## config.mk

```make
export PLATFORM = sky130hd
export DESIGN_NAME = dmaeng_chan
export DESIGN_NICKNAME = d
export VERILOG_FILES = /design/src/rtl/dmaeng_pkg.sv /design/src/rtl/dmaeng_regs.sv /design/src/rtl/dmaeng_addr.sv /design/src/rtl/dmaeng_seq.sv /design/src/rtl/dmaeng_chan.sv
export SDC_FILE = /design/constraint.sdc
export NUM_CORES = 1
export LEC_CHECK = 0
export BUFFER_PORTS_ARGS = -buffer_cell sky130_fd_sc_hd__buf_4
export CAP_MARGIN = 10
export CORE_MARGIN = 2
export CORE_UTILIZATION = 59
export DETAILED_ROUTE_END_ITERATION = 16
export PLACE_DENSITY = 0.81
export SETUP_SLACK_MARGIN = 0.02
export SYNTH_ARGS = -nofsm -noshare
export SYNTH_HDL_FRONTEND = slang
export SYNTH_HIERARCHICAL = 1
export SYNTH_SLANG_ARGS = --single-unit
```

## constraint.sdc

```tcl
create_clock -name clk -period 4.4 [get_ports clk]
set_clock_uncertainty 0.1 [all_clocks]
set_input_delay 0.88 -clock clk [delete_from_list [all_inputs] [get_ports clk]]
set_output_delay 0.88 -clock clk [all_outputs]
set_load 0.02 [all_outputs]
```

## src/rtl/dmaeng_pkg.sv

```systemverilog
package dmaeng_pkg;

    typedef enum logic [1:0] {
        AM_STATIC = 2'd0,
        AM_INC    = 2'd1,
        AM_DEC    = 2'd2
    } addr_mode_e;

    typedef struct packed {
        addr_mode_e src;
        addr_mode_e dst;
    } mode_pair_t;

    typedef struct packed {
        logic [3:0] mode;
        logic       word;
        logic [2:0] req;
    } chan_ctrl_t;

    typedef struct packed {
        logic loop_en;
        logic irq_en;
        logic enable;
    } chan_cfg_t;

    typedef enum logic [2:0] {
        SEL_SRC  = 3'd0,
        SEL_DST  = 3'd1,
        SEL_LEN  = 3'd2,
        SEL_CTRL = 3'd3,
        SEL_CFG  = 3'd4,
        SEL_FCLR = 3'd5
    } reg_sel_e;

    function automatic mode_pair_t decode_mode(input logic [3:0] code);
        mode_pair_t m;
        unique case (code)
            4'b1010: m = '{src: AM_INC,    dst: AM_INC};
            4'b1001: m = '{src: AM_INC,    dst: AM_DEC};
            4'b1000: m = '{src: AM_INC,    dst: AM_STATIC};
            4'b0110: m = '{src: AM_DEC,    dst: AM_INC};
            4'b0101: m = '{src: AM_DEC,    dst: AM_DEC};
            4'b0100: m = '{src: AM_DEC,    dst: AM_STATIC};
            4'b0010: m = '{src: AM_STATIC, dst: AM_INC};
            4'b0001: m = '{src: AM_STATIC, dst: AM_DEC};
            default: m = '{src: AM_STATIC, dst: AM_STATIC};
        endcase
        return m;
    endfunction

endpackage

```

## src/rtl/dmaeng_regs.sv

```systemverilog
module dmaeng_regs
    import dmaeng_pkg::*;
#(
    parameter int AW = 16,
    parameter int CW = 8
) (
    input  logic          clk,
    input  logic          rst,
    input  logic          wr_en,
    input  logic [2:0]    wr_sel,
    input  logic [AW-1:0] wr_data,
    output logic [AW-1:0] src_base,
    output logic [AW-1:0] dst_base,
    output logic [CW-1:0] blk_len,
    output chan_ctrl_t    ctrl,
    output logic          irq_en,
    output logic          loop_en,
    output logic          addr_wr,
    output logic          en_wr,
    output logic          en_val,
    output logic          flag_clr
);
    localparam int CTRL_W = $bits(chan_ctrl_t);

    always_ff @(posedge clk) begin
        if (rst) begin
            src_base <= '0;
            dst_base <= '0;
            blk_len  <= '0;
            ctrl     <= '0;
            irq_en   <= 1'b0;
            loop_en  <= 1'b0;
        end else if (wr_en) begin
            unique case (reg_sel_e'(wr_sel))
                SEL_SRC:  src_base <= wr_data;
                SEL_DST:  dst_base <= wr_data;
                SEL_LEN:  blk_len  <= wr_data[CW-1:0];
                SEL_CTRL: ctrl     <= chan_ctrl_t'(wr_data[CTRL_W-1:0]);
                SEL_CFG: begin
                    irq_en  <= wr_data[1];
                    loop_en <= wr_data[2];
                end
                default: ;
            endcase
        end
    end

    always_comb begin
        addr_wr  = wr_en && (wr_sel == SEL_SRC || wr_sel == SEL_DST);
        en_wr    = wr_en && (wr_sel == SEL_CFG);
        en_val   = wr_data[0];
        flag_clr = wr_en && (wr_sel == SEL_FCLR) && wr_data[0];
    end
endmodule

```

## src/rtl/dmaeng_addr.sv

```systemverilog
module dmaeng_addr
    import dmaeng_pkg::*;
#(
    parameter int AW = 16,
    parameter int CW = 8
) (
    input  logic [AW-1:0] base,
    input  logic [CW-1:0] cnt,
    input  addr_mode_e    mode,
    output logic [AW-1:0] addr
);
    localparam int PAD = AW - CW;
    logic [AW-1:0] offs;

    always_comb begin
        offs = {{PAD{1'b0}}, cnt};
        unique case (mode)
            AM_INC:  addr = base + offs;
            AM_DEC:  addr = base - offs;
            default: addr = base;
        endcase
    end
endmodule

```

## src/rtl/dmaeng_seq.sv

```systemverilog
module dmaeng_seq #(
    parameter int CW = 8
) (
    input  logic          clk,
    input  logic          rst,
    input  logic          beat_done,
    input  logic          word_eff,
    input  logic [CW-1:0] blk_len,
    input  logic          irq_en,
    input  logic          loop_en,
    input  logic          addr_wr,
    input  logic          en_wr,
    input  logic          en_val,
    input  logic          flag_clr,
    output logic [CW-1:0] cnt,
    output logic          active,
    output logic          flag,
    output logic          done_p,
    output logic          irq_p,
    output logic          rs_p
);
    localparam int XW = CW + 1;
    localparam logic [XW-1:0] FULL = XW'(1) << CW;

    logic [XW-1:0] eff_len;
    logic [XW-1:0] nxt;
    logic          beat_ok;
    logic          fin;

    always_comb begin
        eff_len = (blk_len == '0) ? FULL : {1'b0, blk_len};
        nxt     = {1'b0, cnt} + (word_eff ? XW'(2) : XW'(1));
        beat_ok = beat_done && active && !addr_wr;
        fin     = beat_ok && (nxt >= eff_len);
    end

    always_ff @(posedge clk) begin
        if (rst) begin
            cnt    <= '0;
            active <= 1'b0;
            flag   <= 1'b0;
            done_p <= 1'b0;
            irq_p  <= 1'b0;
            rs_p   <= 1'b0;
        end else begin
            done_p <= fin;
            irq_p  <= fin && irq_en;
            rs_p   <= fin && loop_en;
            if (addr_wr || fin)
                cnt <= '0;
            else if (beat_ok)
                cnt <= nxt[CW-1:0];
            if (fin)
                flag <= 1'b1;
            else if (flag_clr)
                flag <= 1'b0;
            if (en_wr)
                active <= en_val;
            else if (fin && !loop_en)
                active <= 1'b0;
        end
    end
endmodule

```

## src/rtl/dmaeng_chan.sv

```systemverilog
module dmaeng_chan
    import dmaeng_pkg::*;
#(
    parameter int AW = 16,
    parameter int CW = 8
) (
    input  logic          clk,
    input  logic          rst,
    input  logic          wr_en,
    input  logic [2:0]    wr_sel,
    input  logic [AW-1:0] wr_data,
    input  logic          beat_done,
    output logic [AW-1:0] src_addr,
    output logic [AW-1:0] dst_addr,
    output logic          word_xfer,
    output logic [2:0]    req_src,
    output logic [CW-1:0] byte_cnt,
    output logic          chan_active,
    output logic          done_flag,
    output logic          done_evt,
    output logic          irq_evt,
    output logic          restart_evt
);
    localparam int NPORT = 2;

    logic [AW-1:0] src_base, dst_base;
    logic [CW-1:0] blk_len;
    chan_ctrl_t    ctrl;
    logic          irq_en, loop_en, addr_wr, en_wr, en_val, flag_clr;
    mode_pair_t    modes;
    logic          word_eff;

    logic [AW-1:0] base_v [NPORT];
    addr_mode_e    mode_v [NPORT];
    logic [AW-1:0] addr_v [NPORT];

    dmaeng_regs #(.AW(AW), .CW(CW)) u_regs (
        .clk(clk), .rst(rst), .wr_en(wr_en), .wr_sel(wr_sel), .wr_data(wr_data),
        .src_base(src_base), .dst_base(dst_base), .blk_len(blk_len), .ctrl(ctrl),
        .irq_en(irq_en), .loop_en(loop_en), .addr_wr(addr_wr), .en_wr(en_wr),
        .en_val(en_val), .flag_clr(flag_clr)
    );

    always_comb begin
        modes     = decode_mode(ctrl.mode);
        word_eff  = ctrl.word && (modes.src == AM_STATIC || modes.dst == AM_STATIC);
        base_v[0] = src_base;
        base_v[1] = dst_base;
        mode_v[0] = modes.src;
        mode_v[1] = modes.dst;
    end

    for (genvar g = 0; g < NPORT; g++) begin : g_addr
        dmaeng_addr #(.AW(AW), .CW(CW)) u_addr (
            .base(base_v[g]), .cnt(byte_cnt), .mode(mode_v[g]), .addr(addr_v[g])
        );
    end

    dmaeng_seq #(.CW(CW)) u_seq (
        .clk(clk), .rst(rst), .beat_done(beat_done), .word_eff(word_eff),
        .blk_len(blk_len), .irq_en(irq_en), .loop_en(loop_en), .addr_wr(addr_wr),
        .en_wr(en_wr), .en_val(en_val), .flag_clr(flag_clr),
        .cnt(byte_cnt), .active(chan_active), .flag(done_flag),
        .done_p(done_evt), .irq_p(irq_evt), .rs_p(restart_evt)
    );

    assign src_addr  = addr_v[0];
    assign dst_addr  = addr_v[1];
    assign word_xfer = word_eff;
    assign req_src   = ctrl.req;
endmodule

```

Word-level counts from Yosys, hierarchy flattened --
Memories as Yosys holds them, arrays and structs flattened. A register that Yosys moved wholly into a read port is not among the register bits. Index checks and enable logic that the tools add are counted.
Word-level totals: memory bits (writable) 0, output and inout port bits 49, memories 1, ROM bits 64, input bits 23, register bits after elaboration 63, word-level logic and storage cells 68, bits in latches 0
Memories:
- (no name shown) | depth 16, width 4, read ports 1, clocked after memory_dff 1, write ports 0, RTL line dmaeng_pkg.sv:37 | unique case (code)
Cells by class: mux-type cells 10, shift-type cells 0, add/subtract/negate cells 5, eq/ne operators 9, order comparisons 1, div/mod/pow operators 0, reduce and logical (&&, ||, !) cells 28, bitwise gates (word level) 0, multipliers 0
Operator list (count):
- case mux 16 bit (2 select lines) | 2
- adder 16 x 8 -> 16 bit | 2
- subtractor 16 x 8 -> 16 bit | 2
- logical AND 1 bit | 11
- AND reduction 2 bit | 5
- adder 8 x 9 -> 9 bit | 1
- >= comparator 9 bit | 1
- two-way mux 9 bit | 1
- zero test 8 bit | 1
- two-way mux 4 bit | 2
- == test 3 x 2 -> 1 bit, second input constant | 2
- == test 3 bit, second input constant | 2
- == test 2 x 1 -> 1 bit, second input constant | 2
- == test 2 bit, second input constant | 2
- zero test 2 bit | 2
- two-way mux 1 bit | 4
- nonzero test 2 bit | 2
- == test 3 x 1 -> 1 bit, second input constant | 1
- zero test 3 bit | 1
- logical OR 1 bit | 3
- zero test 1 bit | 2
- two-way mux 2 bit | 1
- OR reduction 2 bit | 1

Longest topological paths before layout --
word-level depth 10, mapped depth 15, gate-level depth less buffers 14

Modules after synthesis --
Netlist, hierarchy kept.
By module, submodules not included:
- dmaeng_regs | area an instance 2100.8 µm², seq. area each 1001.0 µm², instances 1, cells each 192
- dmaeng_addr at g_addr[0].u_addr | area an instance 1179.9 µm², seq. area each 0.0 µm², instances 1, cells each 183
- dmaeng_addr at g_addr[1].u_addr | area an instance 1179.9 µm², seq. area each 0.0 µm², instances 1, cells each 175
- dmaeng_seq | area an instance 867.1 µm², seq. area each 260.2 µm², instances 1, cells each 97
- dmaeng_chan | area an instance 70.1 µm², seq. area each 0.0 µm², instances 1, cells each 11

Worst setup path before layout --
Ideal clock, no wire load.
path kind register to output, start point register u_regs/ctrl[7] (netlist name), end point output src_addr[12], setup slack 351 ps, arrival time 3069 ps, path buffers 1, stages on the path, launching flop included 13, required time 3420 ps, cell sequence dfxtp_1 > nand2b_1 > a21oi_1 > ha_1 > buf_1 > mux2i_1 > fa_1 > a21o_1 > a311oi_1 > o32ai_1 > a41oi_1 > xor2_1 > o21ai_1
RTL lines:
- to (decl) | RTL line dmaeng_chan.sv:13 | output logic [AW-1:0] src_addr,

==> impl_metrics.ini <==
[global_routing]
grt_pass1_wl_um = 22700
grt-ovfl-total = 0
antenna_found_initial = 0
grt_max_degree = 72
grtUsageTotal = 0.280
grt_pass1_vias = 4738

[synth]
synth_area_leaders = dfxtp_1, ha_1, mux2i_1, nand2b_1, xnor2_1
syn_avg_cell_area_sq_um = 8.20
synthCells = 658
synth_fp_nets = 735
syn_area_sq_mm = 0.00540
async_flop_share = 0
ys_warn_count = 6
seq_area_frac_synth = 0.234
ys_types = 68
synth.top_cell.area_share = 0.234
synth_area_leader_cell = dfxtp_1
ys.flop_type = dfxtp_1
synth-edff-count = 0
yosys_register_bits = 63

[clock_network]
cts_root_buf = clkbuf_8
clkSinkCount = 63
cts_tree = done
path_clk_slew_ns = 0.09
htreeDepth = 3
clk_path_buf_depth = 2
numCtsBuffers = 9
clk-insertion-delay-late_ns = 0.34

[timing]
max_freq_mhz = 235
tightestPinTransition_ns = 1.03
hold_viol = 0
period_minus_slack_ns = 4.26
finalSetupViolCount = 0
slew_violations = 0
fin_crit_sh = 0.968
fin_setup_tns_ns = 0
rsz0062_at_grt = true
maxSlewHeadroom = 0.312

[power_and_ir_drop]
leakagePower_nw = 2.91
powerDensity_mw_per_mm2 = 235
vdd_drop_max_uv = 185

[detailed_routing]
drt-pass1-iter-count = 4
route.met2.wl_um = 6980
wirelength_um = 14200
wl_met3_um = 650
initialDrtViolationCount = 227
met1_length_um = 6350
antenna_left = 0
routed-via-count = 4935
via_per_inst = 5.88
drt_drc_violations_left = 0
wl_per_cell_um = 16.9
top_layer_used = met4

[critical_path]
reg2regPathDepth = 16
path_common_cell = buf_4
critPathMaxStageDelay_ns = 0.49
cp_max_fo = 9
worstPathRequired_ns = 3.42
end_kind = output port
critPathTopFamily = simple AND/OR/NAND/NOR gates
worstPathArrival_ns = 3.28
timing.critical_path.buf_inv = 3
crit_type = register to output port
path_cells = nand2b_1 > a21oi_1 > inv_1 > ha_2 > buf_4 > a21o_1 > ha_1 > nand4_1 > nor3_2 > a2111oi_2 > or3_1 > buf_4
critPathLaunchType = register
cp.depth = 12
crit_slowest_cell = ha_1

[floorplanning]
chipWidth_um = 99.7
die_h_um = 99.7
initial_core_util = 0.613
ios = 72
dieArea_sq_mm = 0.00993
core-area_sq_mm = 0.00881
rows = 34

[worst_hold_path]
hp-class = register to register
hold_depth = 2

[finish]
synthToLayoutAreaGrowth_pct = 18.8
drive_gt1_frac = 0.216
nFillCells = 680
diodes = 0
final_cell_count_no_fill = 840
regArea_sq_mm = 0.00126
multi_input_area_sq_mm = 0.00403
fin_util = 0.728
final_nets = 804

[outcome]
status = completed

[placed_design]
dpl.cell_count = 820
gp_congestion = 0.972
io_buffers = 71
hpwl_um = 10600

[job]
maxCapViolations = 0
[worst reg2reg max path, stage by stage (launching register included)]
cell	delay (ns)
dfxtp_1	0.36
xor2_1	0.18
a21boi_1	0.15
buf_4	0.16
inv_1	0.05
ha_1	0.20
fa_1	0.46
nand3_1	0.19
nor2_1	0.07
or2_2	0.28
ha_1	0.30
nand4_1	0.11
nor3_1	0.24
a211oi_2	0.11
buf_4	0.19
a2111oi_0	0.42
nor3_1	0.08
[cell type report]
type | instances | area share
clock buffers | 9 | 0.0193
multi-input cells | 534 | 0.628
clock inverters | 7 | 0.0148
flip-flops and latches | 63 | 0.197
well taps | 108 | 0.0211
repair buffers | 86 | 0.101
inverters | 33 | 0.0193
[cells in the final DEF, fill, tap and decap left out, drive strengths merged, types with 3 or more instances in the layout]
cell type,instances
buf,86
nand2b,72
dfxtp,63
nand2,62
mux2i,60
ha,51
a21oi,43
o21ai,40
nor2,38
inv,35
xnor2,29
nand3,12
a21o,11
nor3,10
xor2,9
clkbuf,9
nand4,7
nor2b,6
nand3b,5
a32o,5
o21bai,5
a211oi,5
o31ai,5
a31oi,4
o21a,4
nor4,4
and2,4
fa,3
nor3b,3
or2,3
a2111oi,3
[kinds of logic (layout without fill, tap and decap cells)]
logic type      after synthesis  in the layout  synth area share
compound gates              143            143             0.177
xor+xnor                     38             38            0.0617
fa+ha+maj                    54             54             0.129
buf+inv                      61            135            0.0498
flops                        63             63             0.234
mux                          62             62             0.115
simple gates                237            237             0.233
[synthesized netlist by cell type (4+ instances only)]
| cell type | number |
|---|---|
| o21a_1 | 4 |
| inv_1 | 33 |
| o21bai_1 | 4 |
| a211oi_1 | 4 |
| a21oi_1 | 41 |
| a31oi_1 | 4 |
| nor4_1 | 4 |
| xnor2_1 | 29 |
| xor2_1 | 9 |
| and2_1 | 4 |
| nand4_1 | 7 |
| ha_1 | 51 |
| dfxtp_1 | 63 |
| nor2b_1 | 6 |
| a21o_1 | 11 |
| mux2i_1 | 60 |
| a32o_1 | 5 |
| o21ai_0 | 31 |
| buf_2 | 4 |
| nor2_1 | 38 |
| nand3_1 | 12 |
| o21ai_1 | 7 |
| nand2b_1 | 71 |
| nor3_1 | 10 |
| clkbuf_1 | 17 |
| nand2_1 | 62 |
| nand3b_1 | 5 |
[final timing paths]
| check | slack (ns) | endpoint | start |
|---|---|---|---|
| setup / recovery | 0.14 | src_addr[15] | u_regs/ctrl[6] |
| hold reg to reg | 0.38 | u_regs/src_base[0] | u_regs/src_base[0] |
| hold / removal | 0.38 | u_regs/src_base[0] | u_regs/src_base[0] |
| setup reg to reg | 0.63 | u_seq/active | u_regs/ctrl[6] |
[routing by layer]
layer / up-vias / GRT usage
met3: 24 / 0.0436
li1: 2467 / -
met5: - / 0
met1: 2300 / 0.355
met4: 0 / 0.0717
met2: 144 / 0.497
[registers in the layout (all words and copies together) (netlist names)]
| register | count |
|---|---|
| u_regs/blk_len | 8 |
| u_regs/ctrl | 8 |
| u_regs/dst_base | 16 |
| u_regs/irq_en | 1 |
| u_regs/loop_en | 1 |
| u_regs/src_base | 16 |
| u_seq/active | 1 |
| u_seq/cnt | 8 |
| u_seq/done_p | 1 |
| u_seq/flag | 1 |
| u_seq/irq_p | 1 |
| u_seq/rs_p | 1 |
[report_power, final]
group	internal [mW]	switching [mW]
Sequential	0.580	0.0111
Combinational	0.161	0.191
Clock	0.321	0.245
[repair_timing]
action	CTS	global route
resized for setup	6	37
setup endpoints to repair	10	16
hold buffers	0	0
pin swaps	0	6
setup buffers	0	4
[stage by stage]
step	power [mW]	worst slack [ns]	hold slack (ns)	cell area [sq um]
2_1_floorplan	0.842	0.351	0.331	5400
3_3_place_gp	0.922	0.371	0.353	6000
3_5_place_dp	0.928	0.217	0.369	6000
4_1_cts	1.49	0.0218	0.383	6240
5_1_grt	1.57	-0.0775	0.402	6410
6_report	1.51	0.143	0.384	6410
Power figures use the tool's default switching activity.
